**src/rtl/hrq_pkg.sv**
```systemverilog
package hrq_pkg;

  typedef enum logic [1:0] {
    OP_IDLE   = 2'b00,
    OP_CONFIG = 2'b01,
    OP_ENABLE = 2'b10,
    OP_PUSH   = 2'b11
  } hrq_op_e;

  // path index of the two FIFO/queue pairs
  localparam int PATH_NP = 0;
  localparam int PATH_P  = 1;

  // payload length in whole 32-bit words
  function automatic int unsigned words_for(input int unsigned nbytes);
    return (nbytes + 3) >> 2;
  endfunction

  // interrupt condition on a FIFO occupancy
  function automatic logic fifo_irq(input int unsigned used, input int unsigned depth,
                                    input logic on_empty);
    if (on_empty) return used == 0;
    return used <= depth / 2;
  endfunction

endpackage

```
**src/rtl/hrq_fifo.sv**
```systemverilog
module hrq_fifo #(
  parameter int W     = 32,
  parameter int DEPTH = 8
) (
  input  logic                         clk,
  input  logic                         rst_n,
  input  logic                         wr_en,
  input  logic [W-1:0]                 wr_data,
  input  logic                         rd_en,
  output logic [W-1:0]                 rd_data,
  output logic [$clog2(DEPTH+1)-1:0]   count,
  output logic                         full,
  output logic                         empty
);
  localparam int AW = (DEPTH > 1) ? $clog2(DEPTH) : 1;
  localparam int CW = $clog2(DEPTH + 1);

  logic [W-1:0]  mem [DEPTH];
  logic [AW-1:0] wr_ptr, rd_ptr;
  logic          wr_acc, rd_acc;

  function automatic logic [AW-1:0] step(input logic [AW-1:0] p);
    return (p == AW'(DEPTH - 1)) ? '0 : p + AW'(1);
  endfunction

  assign full    = (count == CW'(DEPTH));
  assign empty   = (count == '0);
  assign wr_acc  = wr_en && !full;
  assign rd_acc  = rd_en && !empty;
  assign rd_data = mem[rd_ptr];

  always_ff @(posedge clk) begin
    if (wr_acc) mem[wr_ptr] <= wr_data;
  end

  always_ff @(posedge clk) begin
    if (!rst_n) begin
      wr_ptr <= '0;
      rd_ptr <= '0;
      count  <= '0;
    end else begin
      if (wr_acc) wr_ptr <= step(wr_ptr);
      if (rd_acc) rd_ptr <= step(rd_ptr);
      count <= count + CW'(wr_acc) - CW'(rd_acc);
    end
  end
endmodule

```
**src/rtl/hrq_chan_table.sv**
```systemverilog
module hrq_chan_table #(
  parameter int NUM_CH = 4,
  parameter int XFER_W = 7
) (
  input  logic                               clk,
  input  logic                               rst_n,
  input  logic [$clog2(NUM_CH)-1:0]          sel_ch,
  input  logic                               cfg_wr,
  input  logic                               cfg_periodic,
  input  logic                               cfg_dir_in,
  input  logic [XFER_W-1:0]                  cfg_bytes,
  input  logic                               arm,
  input  logic                               push_acc,
  input  logic                               done,
  output logic [NUM_CH-1:0]                  periodic_o,
  output logic [NUM_CH-1:0]                  dir_in_o,
  output logic [NUM_CH-1:0]                  armed_o,
  output logic [NUM_CH-1:0][XFER_W-2:0]      words_o,
  output logic [NUM_CH-1:0][XFER_W-2:0]      cnt_o
);
  import hrq_pkg::*;
  localparam int WW = XFER_W - 1;

  logic [WW-1:0] cfg_words;
  assign cfg_words = WW'(words_for(int'(cfg_bytes)));

  for (genvar c = 0; c < NUM_CH; c++) begin : g_ch
    logic hit;
    assign hit = (sel_ch == ($clog2(NUM_CH))'(c));

    always_ff @(posedge clk) begin
      if (!rst_n) begin
        periodic_o[c] <= 1'b0;
        dir_in_o[c]   <= 1'b0;
        armed_o[c]    <= 1'b0;
        words_o[c]    <= '0;
        cnt_o[c]      <= '0;
      end else if (hit) begin
        if (cfg_wr) begin
          periodic_o[c] <= cfg_periodic;
          dir_in_o[c]   <= cfg_dir_in;
          words_o[c]    <= cfg_words;
          cnt_o[c]      <= '0;
        end
        if (arm) begin
          armed_o[c] <= 1'b1;
          cnt_o[c]   <= '0;
        end
        if (done) begin
          armed_o[c] <= 1'b0;
          cnt_o[c]   <= '0;
        end else if (push_acc) begin
          cnt_o[c] <= cnt_o[c] + WW'(1);
        end
      end
    end
  end
endmodule

```
**src/rtl/hrq_req_manager.sv**
```systemverilog
module hrq_req_manager
  import hrq_pkg::*;
#(
  parameter int NUM_CH     = 4,
  parameter int XFER_W     = 7,
  parameter int Q_DEPTH    = 8,
  parameter int FIFO_DEPTH = 16,
  parameter int DATA_W     = 32
) (
  input  logic                              clk,
  input  logic                              rst_n,
  input  logic [1:0]                        cmd_op,
  input  logic [$clog2(NUM_CH)-1:0]         cmd_ch,
  input  logic                              cmd_periodic,
  input  logic                              cmd_dir_in,
  input  logic [XFER_W-1:0]                 cmd_bytes,
  input  logic [DATA_W-1:0]                 cmd_data,
  input  logic                              irq_on_empty,
  output logic                              req_valid,
  input  logic                              req_ready,
  output logic                              req_periodic,
  output logic [$clog2(NUM_CH)-1:0]         req_ch,
  output logic                              req_dir_in,
  output logic [XFER_W-2:0]                 req_words,
  output logic                              pdat_valid,
  input  logic                              pdat_ready,
  output logic [DATA_W-1:0]                 pdat_data,
  output logic                              npdat_valid,
  input  logic                              npdat_ready,
  output logic [DATA_W-1:0]                 npdat_data,
  output logic [$clog2(Q_DEPTH+1)-1:0]      pq_free,
  output logic [$clog2(Q_DEPTH+1)-1:0]      npq_free,
  output logic [$clog2(FIFO_DEPTH+1)-1:0]   pfifo_free,
  output logic [$clog2(FIFO_DEPTH+1)-1:0]   npfifo_free,
  output logic                              p_irq,
  output logic                              np_irq,
  output logic                              err_flag
);
  localparam int CHW   = $clog2(NUM_CH);
  localparam int WW    = XFER_W - 1;
  localparam int ENT_W = CHW + 1 + WW;
  localparam int QCW   = $clog2(Q_DEPTH + 1);
  localparam int FCW   = $clog2(FIFO_DEPTH + 1);

  hrq_op_e op;
  assign op = hrq_op_e'(cmd_op);

  // channel table
  logic [NUM_CH-1:0]         ch_periodic, ch_dir_in, ch_armed;
  logic [NUM_CH-1:0][WW-1:0] ch_words, ch_cnt;
  logic cfg_wr, arm, push_acc, done;

  hrq_chan_table #(.NUM_CH(NUM_CH), .XFER_W(XFER_W)) u_chan (
    .clk         (clk),
    .rst_n       (rst_n),
    .sel_ch      (cmd_ch),
    .cfg_wr      (cfg_wr),
    .cfg_periodic(cmd_periodic),
    .cfg_dir_in  (cmd_dir_in),
    .cfg_bytes   (cmd_bytes),
    .arm         (arm),
    .push_acc    (push_acc),
    .done        (done),
    .periodic_o  (ch_periodic),
    .dir_in_o    (ch_dir_in),
    .armed_o     (ch_armed),
    .words_o     (ch_words),
    .cnt_o       (ch_cnt)
  );

  logic          sel_path, sel_dir_in, sel_armed, sel_last;
  logic [WW-1:0] sel_words;
  assign sel_path   = ch_periodic[cmd_ch];
  assign sel_dir_in = ch_dir_in[cmd_ch];
  assign sel_armed  = ch_armed[cmd_ch];
  assign sel_words  = ch_words[cmd_ch];
  assign sel_last   = (ch_cnt[cmd_ch] + WW'(1)) == sel_words;

  // paths: index PATH_NP / PATH_P
  logic [1:0]             q_wr, q_rd, q_full, q_empty;
  logic [1:0]             f_wr, f_rd, f_full, f_empty;
  logic [ENT_W-1:0]       q_rdata [2];
  logic [QCW-1:0]         q_cnt   [2];
  logic [DATA_W-1:0]      f_rdata [2];
  logic [FCW-1:0]         f_cnt   [2];
  logic [1:0]             f_irq;
  logic [ENT_W-1:0]       q_wdata;

  assign q_wdata = {cmd_ch, sel_dir_in, sel_words};

  // named internal events
  logic ev_refuse, ev_last_word;
  logic [1:0] ev_q_wr;

  always_comb begin
    cfg_wr    = 1'b0;
    arm       = 1'b0;
    push_acc  = 1'b0;
    done      = 1'b0;
    q_wr      = '0;
    f_wr      = '0;
    ev_refuse = 1'b0;
    unique case (op)
      OP_CONFIG: begin
        if (sel_armed) ev_refuse = 1'b1;
        else           cfg_wr    = 1'b1;
      end
      OP_ENABLE: begin
        if (sel_armed) ev_refuse = 1'b1;
        else if (sel_dir_in || sel_words == '0) begin
          if (q_full[sel_path]) ev_refuse = 1'b1;
          else                  q_wr[sel_path] = 1'b1;
        end else arm = 1'b1;
      end
      OP_PUSH: begin
        if (!sel_armed || f_full[sel_path])  ev_refuse = 1'b1;
        else if (sel_last && q_full[sel_path]) ev_refuse = 1'b1;
        else begin
          push_acc       = 1'b1;
          f_wr[sel_path] = 1'b1;
          if (sel_last) begin
            done           = 1'b1;
            q_wr[sel_path] = 1'b1;
          end
        end
      end
      default: ;
    endcase
  end

  assign ev_last_word = done;
  assign ev_q_wr      = q_wr;

  // executor side: periodic queue first
  assign q_rd[PATH_P]  = req_ready && !q_empty[PATH_P];
  assign q_rd[PATH_NP] = req_ready && q_empty[PATH_P] && !q_empty[PATH_NP];
  assign f_rd[PATH_P]  = pdat_ready;
  assign f_rd[PATH_NP] = npdat_ready;

  for (genvar p = 0; p < 2; p++) begin : g_path
    hrq_fifo #(.W(ENT_W), .DEPTH(Q_DEPTH)) u_req_q (
      .clk    (clk),
      .rst_n  (rst_n),
      .wr_en  (q_wr[p]),
      .wr_data(q_wdata),
      .rd_en  (q_rd[p]),
      .rd_data(q_rdata[p]),
      .count  (q_cnt[p]),
      .full   (q_full[p]),
      .empty  (q_empty[p])
    );
    hrq_fifo #(.W(DATA_W), .DEPTH(FIFO_DEPTH)) u_tx_fifo (
      .clk    (clk),
      .rst_n  (rst_n),
      .wr_en  (f_wr[p]),
      .wr_data(cmd_data),
      .rd_en  (f_rd[p]),
      .rd_data(f_rdata[p]),
      .count  (f_cnt[p]),
      .full   (f_full[p]),
      .empty  (f_empty[p])
    );
    assign f_irq[p] = fifo_irq(int'(f_cnt[p]), FIFO_DEPTH, irq_on_empty);
  end

  logic             pick;
  logic [ENT_W-1:0] head;
  assign pick         = !q_empty[PATH_P];
  assign head         = q_rdata[pick];
  assign req_valid    = !q_empty[PATH_P] || !q_empty[PATH_NP];
  assign req_periodic = pick;
  assign req_ch       = head[ENT_W-1 -: CHW];
  assign req_dir_in   = head[WW];
  assign req_words    = head[WW-1:0];

  assign pdat_valid  = !f_empty[PATH_P];
  assign pdat_data   = f_rdata[PATH_P];
  assign npdat_valid = !f_empty[PATH_NP];
  assign npdat_data  = f_rdata[PATH_NP];

  assign pq_free     = QCW'(Q_DEPTH) - q_cnt[PATH_P];
  assign npq_free    = QCW'(Q_DEPTH) - q_cnt[PATH_NP];
  assign pfifo_free  = FCW'(FIFO_DEPTH) - f_cnt[PATH_P];
  assign npfifo_free = FCW'(FIFO_DEPTH) - f_cnt[PATH_NP];
  assign p_irq       = f_irq[PATH_P];
  assign np_irq      = f_irq[PATH_NP];

  always_ff @(posedge clk) begin
    if (!rst_n)         err_flag <= 1'b0;
    else if (ev_refuse) err_flag <= 1'b1;
  end
endmodule

```
**config.mk**
```make
export PLATFORM = sky130hd
export DESIGN_NAME = hrq_req_manager
export DESIGN_NICKNAME = d
export VERILOG_FILES = /design/src/rtl/hrq_pkg.sv /design/src/rtl/hrq_fifo.sv /design/src/rtl/hrq_chan_table.sv /design/src/rtl/hrq_req_manager.sv
export SDC_FILE = /design/constraint.sdc
export NUM_CORES = 1
export LEC_CHECK = 0
export BUFFER_PORTS_ARGS = -buffer_cell sky130_fd_sc_hd__buf_4
export CAP_MARGIN = 15
export CORE_MARGIN = 3
export CORE_UTILIZATION = 55
export CTS_BUF_LIST = sky130_fd_sc_hd__clkbuf_2 sky130_fd_sc_hd__clkbuf_4 sky130_fd_sc_hd__clkbuf_8
export DETAILED_ROUTE_END_ITERATION = 16
export PLACE_DENSITY = 0.8
export SETUP_SLACK_MARGIN = 0.4
export SYNTH_ARGS = -nofsm -noshare
export SYNTH_HDL_FRONTEND = slang
export SYNTH_SLANG_ARGS = --single-unit
```
**constraint.sdc**
```tcl
create_clock -name clk -period 13.8 [get_ports clk]
set_input_delay 0.69 -clock clk [delete_from_list [all_inputs] [get_ports clk]]
set_output_delay 0.69 -clock clk [all_outputs]
set_load 0.01 [all_outputs]
```
==> flow_summary.yaml <==
outcome:
  status: "complete, no violations"
critical_path:
  cp_max_fo: 65
  r2r_slack_ps: 9390
  critPathLaunchType: "flop"
  cp.required_ps: 13110
  end_kind: "output port"
  crit_type: "flop to output port"
  cp.arrival_ps: 3840
logic_synthesis:
  synthFlopType: "edfxtp_1"
  yosysSeqAreaShare_pct: 74.13
  synth_enable_flop_cells: 1168
  syn_area_um2: 50580
  yosysUniqueCellTypes: 66
  synth-seq-cells: 1289
  yosys_warnings: 0
  syn_inst: 2418
  syn_avg_cell_area_um2: 20.92
  async_flop_share_pct: 0
  syn_nets: 2536
die:
  die_area_um2: 95640
  initial_core_util_pct: 55.85
  ios: 149
  die_y_um: 309.3
  die_x_um: 309.3
  core_um2: 90560
  fp-row-count: 110
grt:
  grt_usage_pct: 22.49
  grt_antenna_before_repair: 2
  grt_max_degree: 129
  grt_pass1_vias: 26461
  globalRouteOverflowTotal: 0
  grt_pass1_wl_um: 160000
cts:
  cts-resized-gates: 0
  cts_tree: "yes"
  clock_sinks: 1289
  clkTransAtPathRegs_ps: 60
  worstSkewPairLatency_ps: 850
  cts_buffers: 191
  h-tree-depth: 4
  root_buffer: "clkbuf_8"
  cts.path.max_buffers: 3
  cts_hold_buf: 0
  post_cts.repair.setup_buffers: 0
sta:
  clock_skew_ps: 57.18
  rsz0062_at_grt: "no"
  finalHoldViolCount: 0
  tns_ps: 0
  finalSetupViolations: 0
  slew_headroom_pct: 19.54
  finalMaxSlewViolations: 0
  timing.hold.ws_ps: 160.2
  layout_setup_ws_ps: 9266
  fin_crit_ps: 4534
  max_freq_mhz: 220.6
  worst_pin_slew_ps: 1207
  final.period_utilization_pct: 32.85
place:
  routabilityCongestion: 0.7986
  preCtsSetupSlack_ps: 8429
  dpl.hpwl_um: 60240
  numPortBuffers: 148
  placed_area_um2: 53050
cells_and_area:
  nets: 2796
  final_layout_size_suffix_gt1_share_pct: 32.15
  area_growth_syn_to_layout_pct: 12.37
  fin_area_um2: 56840
  utilization_pct: 62.76
pwr:
  vdd_drop_max_mv: 0.1184
  powerDensity_nw_per_um2: 157.9
  p_leak_nw: 18.02
detailed_routing:
  via_count: 24899
  drt_iter0_drc: 2378
  wl_per_cell_um: 26.11
  viasPerCell: 6.203
  drc: 0
  dr.pass1.iters: 5
  wl_um: 104800
  ant_nets: 0
flow_run:
  drv_cap: 0
hold_path:
  min_path_type: "input pin to flop"
## synth_stat cells, drive strengths merged, types with 2 or more instances
library cell / count / area, um2
a211o: 5 / 43.79
a211oi: 26 / 195.2
a21oi: 58 / 290.3
a221o: 3 / 30.03
a22o: 7 / 61.31
a311o: 2 / 20.02
a311oi: 5 / 43.79
a31oi: 6 / 52.55
and2: 22 / 137.6
and3: 13 / 81.33
buf: 43 / 214.0
clkbuf: 70 / 262.8
dfxtp: 121 / 2422
edfxtp: 1168 / 35070
fa: 4 / 80.08
ha: 63 / 788.3
inv: 55 / 206.5
mux2: 4 / 45.04
mux2i: 26 / 260.3
mux4: 372 / 8386
nand2: 70 / 262.8
nand2b: 7 / 43.79
nand3: 21 / 105.1
nand4: 2 / 12.51
nor2: 80 / 302.8
nor2b: 19 / 118.9
nor3: 18 / 90.09
nor3b: 9 / 67.56
nor4: 13 / 87.58
nor4b: 2 / 17.52
o211ai: 2 / 15.01
o21a: 3 / 22.52
o21ai: 31 / 155.2
o22a: 4 / 35.03
o22ai: 2 / 12.51
o311a: 2 / 20.02
or2: 7 / 43.80
or3: 11 / 68.82
or4: 2 / 15.01
xnor2: 18 / 157.7
xor2: 9 / 78.83
## sequential cells by signal, indices dropped and copies added (netlist names), named ones only
register,cells
u_chan.dir_in_o,4
u_chan.periodic_o,4
u_chan.cnt_o,24
u_chan.words_o,24
g_path.u_req_q.mem,144
g_path.u_tx_fifo.rd_ptr,8
g_path.u_tx_fifo.count,10
g_path.u_req_q.wr_ptr,6
g_path.u_req_q.rd_ptr,6
g_path.u_tx_fifo.wr_ptr,8
u_chan.armed_o,4
g_path.u_req_q.count,8
err_flag,1
g_path.u_tx_fifo.mem,1024
## routing by layer
metal	track usage (%)	up-vias	part of all wire, %
met3	4.471	218	7.7
met5	0	-	0
met4	8.101	0	3.0
met1	30.19	12984	38
met2	37.30	1117	51
li1	-	10580	-
## metrics by stage
step | cells | power [mW]
2_1_floorplan | 2418 | 5.497
3_5_place_dp | 3660 | 6.050
4_1_cts | 4012 | 9.044
5_1_grt | 4014 | 9.334
3_3_place_gp | 3660 | 5.994
6_report | 4014 | 8.972
## critical path, cell delays in order (launching register included)
cell,delay (ps)
dfxtp_4,950
buf_4,850
mux4_2,430
mux4_2,550
buf_4,170
## power by group
group	leakage, nW	switching, mW	internal [mW]
logic	4.55	0.765	0.806
clock network	1.99	1.44	1.58
registers	11.5	0.0856	4.30
## path summary, 6_finish.rpt
path                            from                              to  cells after the start
setup / recovery                flop                   npdat_data[4]                      4
hold / removal          cmd_periodic            u_chan.periodic_o[3]                      3
setup reg to reg   u_chan.words_o[3]  g_path[0].u_tx_fifo.mem[3][23]                      8
hold reg to reg   u_chan.dir_in_o[0]              u_chan.dir_in_o[0]                      2
## layout by cell type (no fill, tap or decap), types with 5 or more instances in the layout
cell / netlist / routed
nor3_1: 18 / 14
nor4_1: 12 / 11
nor2b_1: 19 / 19
clkinvlp_4: 0 / 6
and2_1: 22 / 11
nor2_1: 79 / 75
clkinv_1: 0 / 52
ha_1: 63 / 63
nand3_1: 21 / 21
a21oi_1: 58 / 58
or3_1: 11 / 11
clkbuf_4: 0 / 53
clkbuf_8: 0 / 202
mux4_2: 370 / 370
inv_1: 52 / 52
clkinv_2: 0 / 27
or2_2: 6 / 6
nor3b_1: 9 / 8
nand2b_1: 7 / 7
and2_2: 0 / 11
nand2_1: 70 / 70
a31oi_1: 5 / 5
a211oi_1: 26 / 26
and3_2: 0 / 12
mux2i_1: 26 / 26
xor2_1: 9 / 9
a311oi_1: 5 / 5
edfxtp_1: 1168 / 1168
a22o_1: 7 / 7
a211o_1: 5 / 5
o21ai_0: 27 / 27
dfxtp_1: 121 / 113
buf_4: 6 / 179
xnor2_1: 18 / 18
## logic make-up after synthesis
family	after synthesis	share of synthesized area, %
fa+ha+maj	67	1.717
flops	1289	74.13
xor+xnor	27	0.4675
compound gates	165	2.214
buf+inv	168	1.351
simple gates	300	2.941
mux	402	17.18
## area by class of cell
class	instances	area, um2
Antenna cell	1	2.502
Clock buffer	255	3178
Clock inverter	97	601.8
Fill cell	5795	33720
Inverter	55	206.4
Multi-Input combinational cell	961	12500
Sequential cell	1289	37520
Tap cell	1176	1471
Timing Repair Buffer	180	1364
Power figures use the tool's default switching activity.
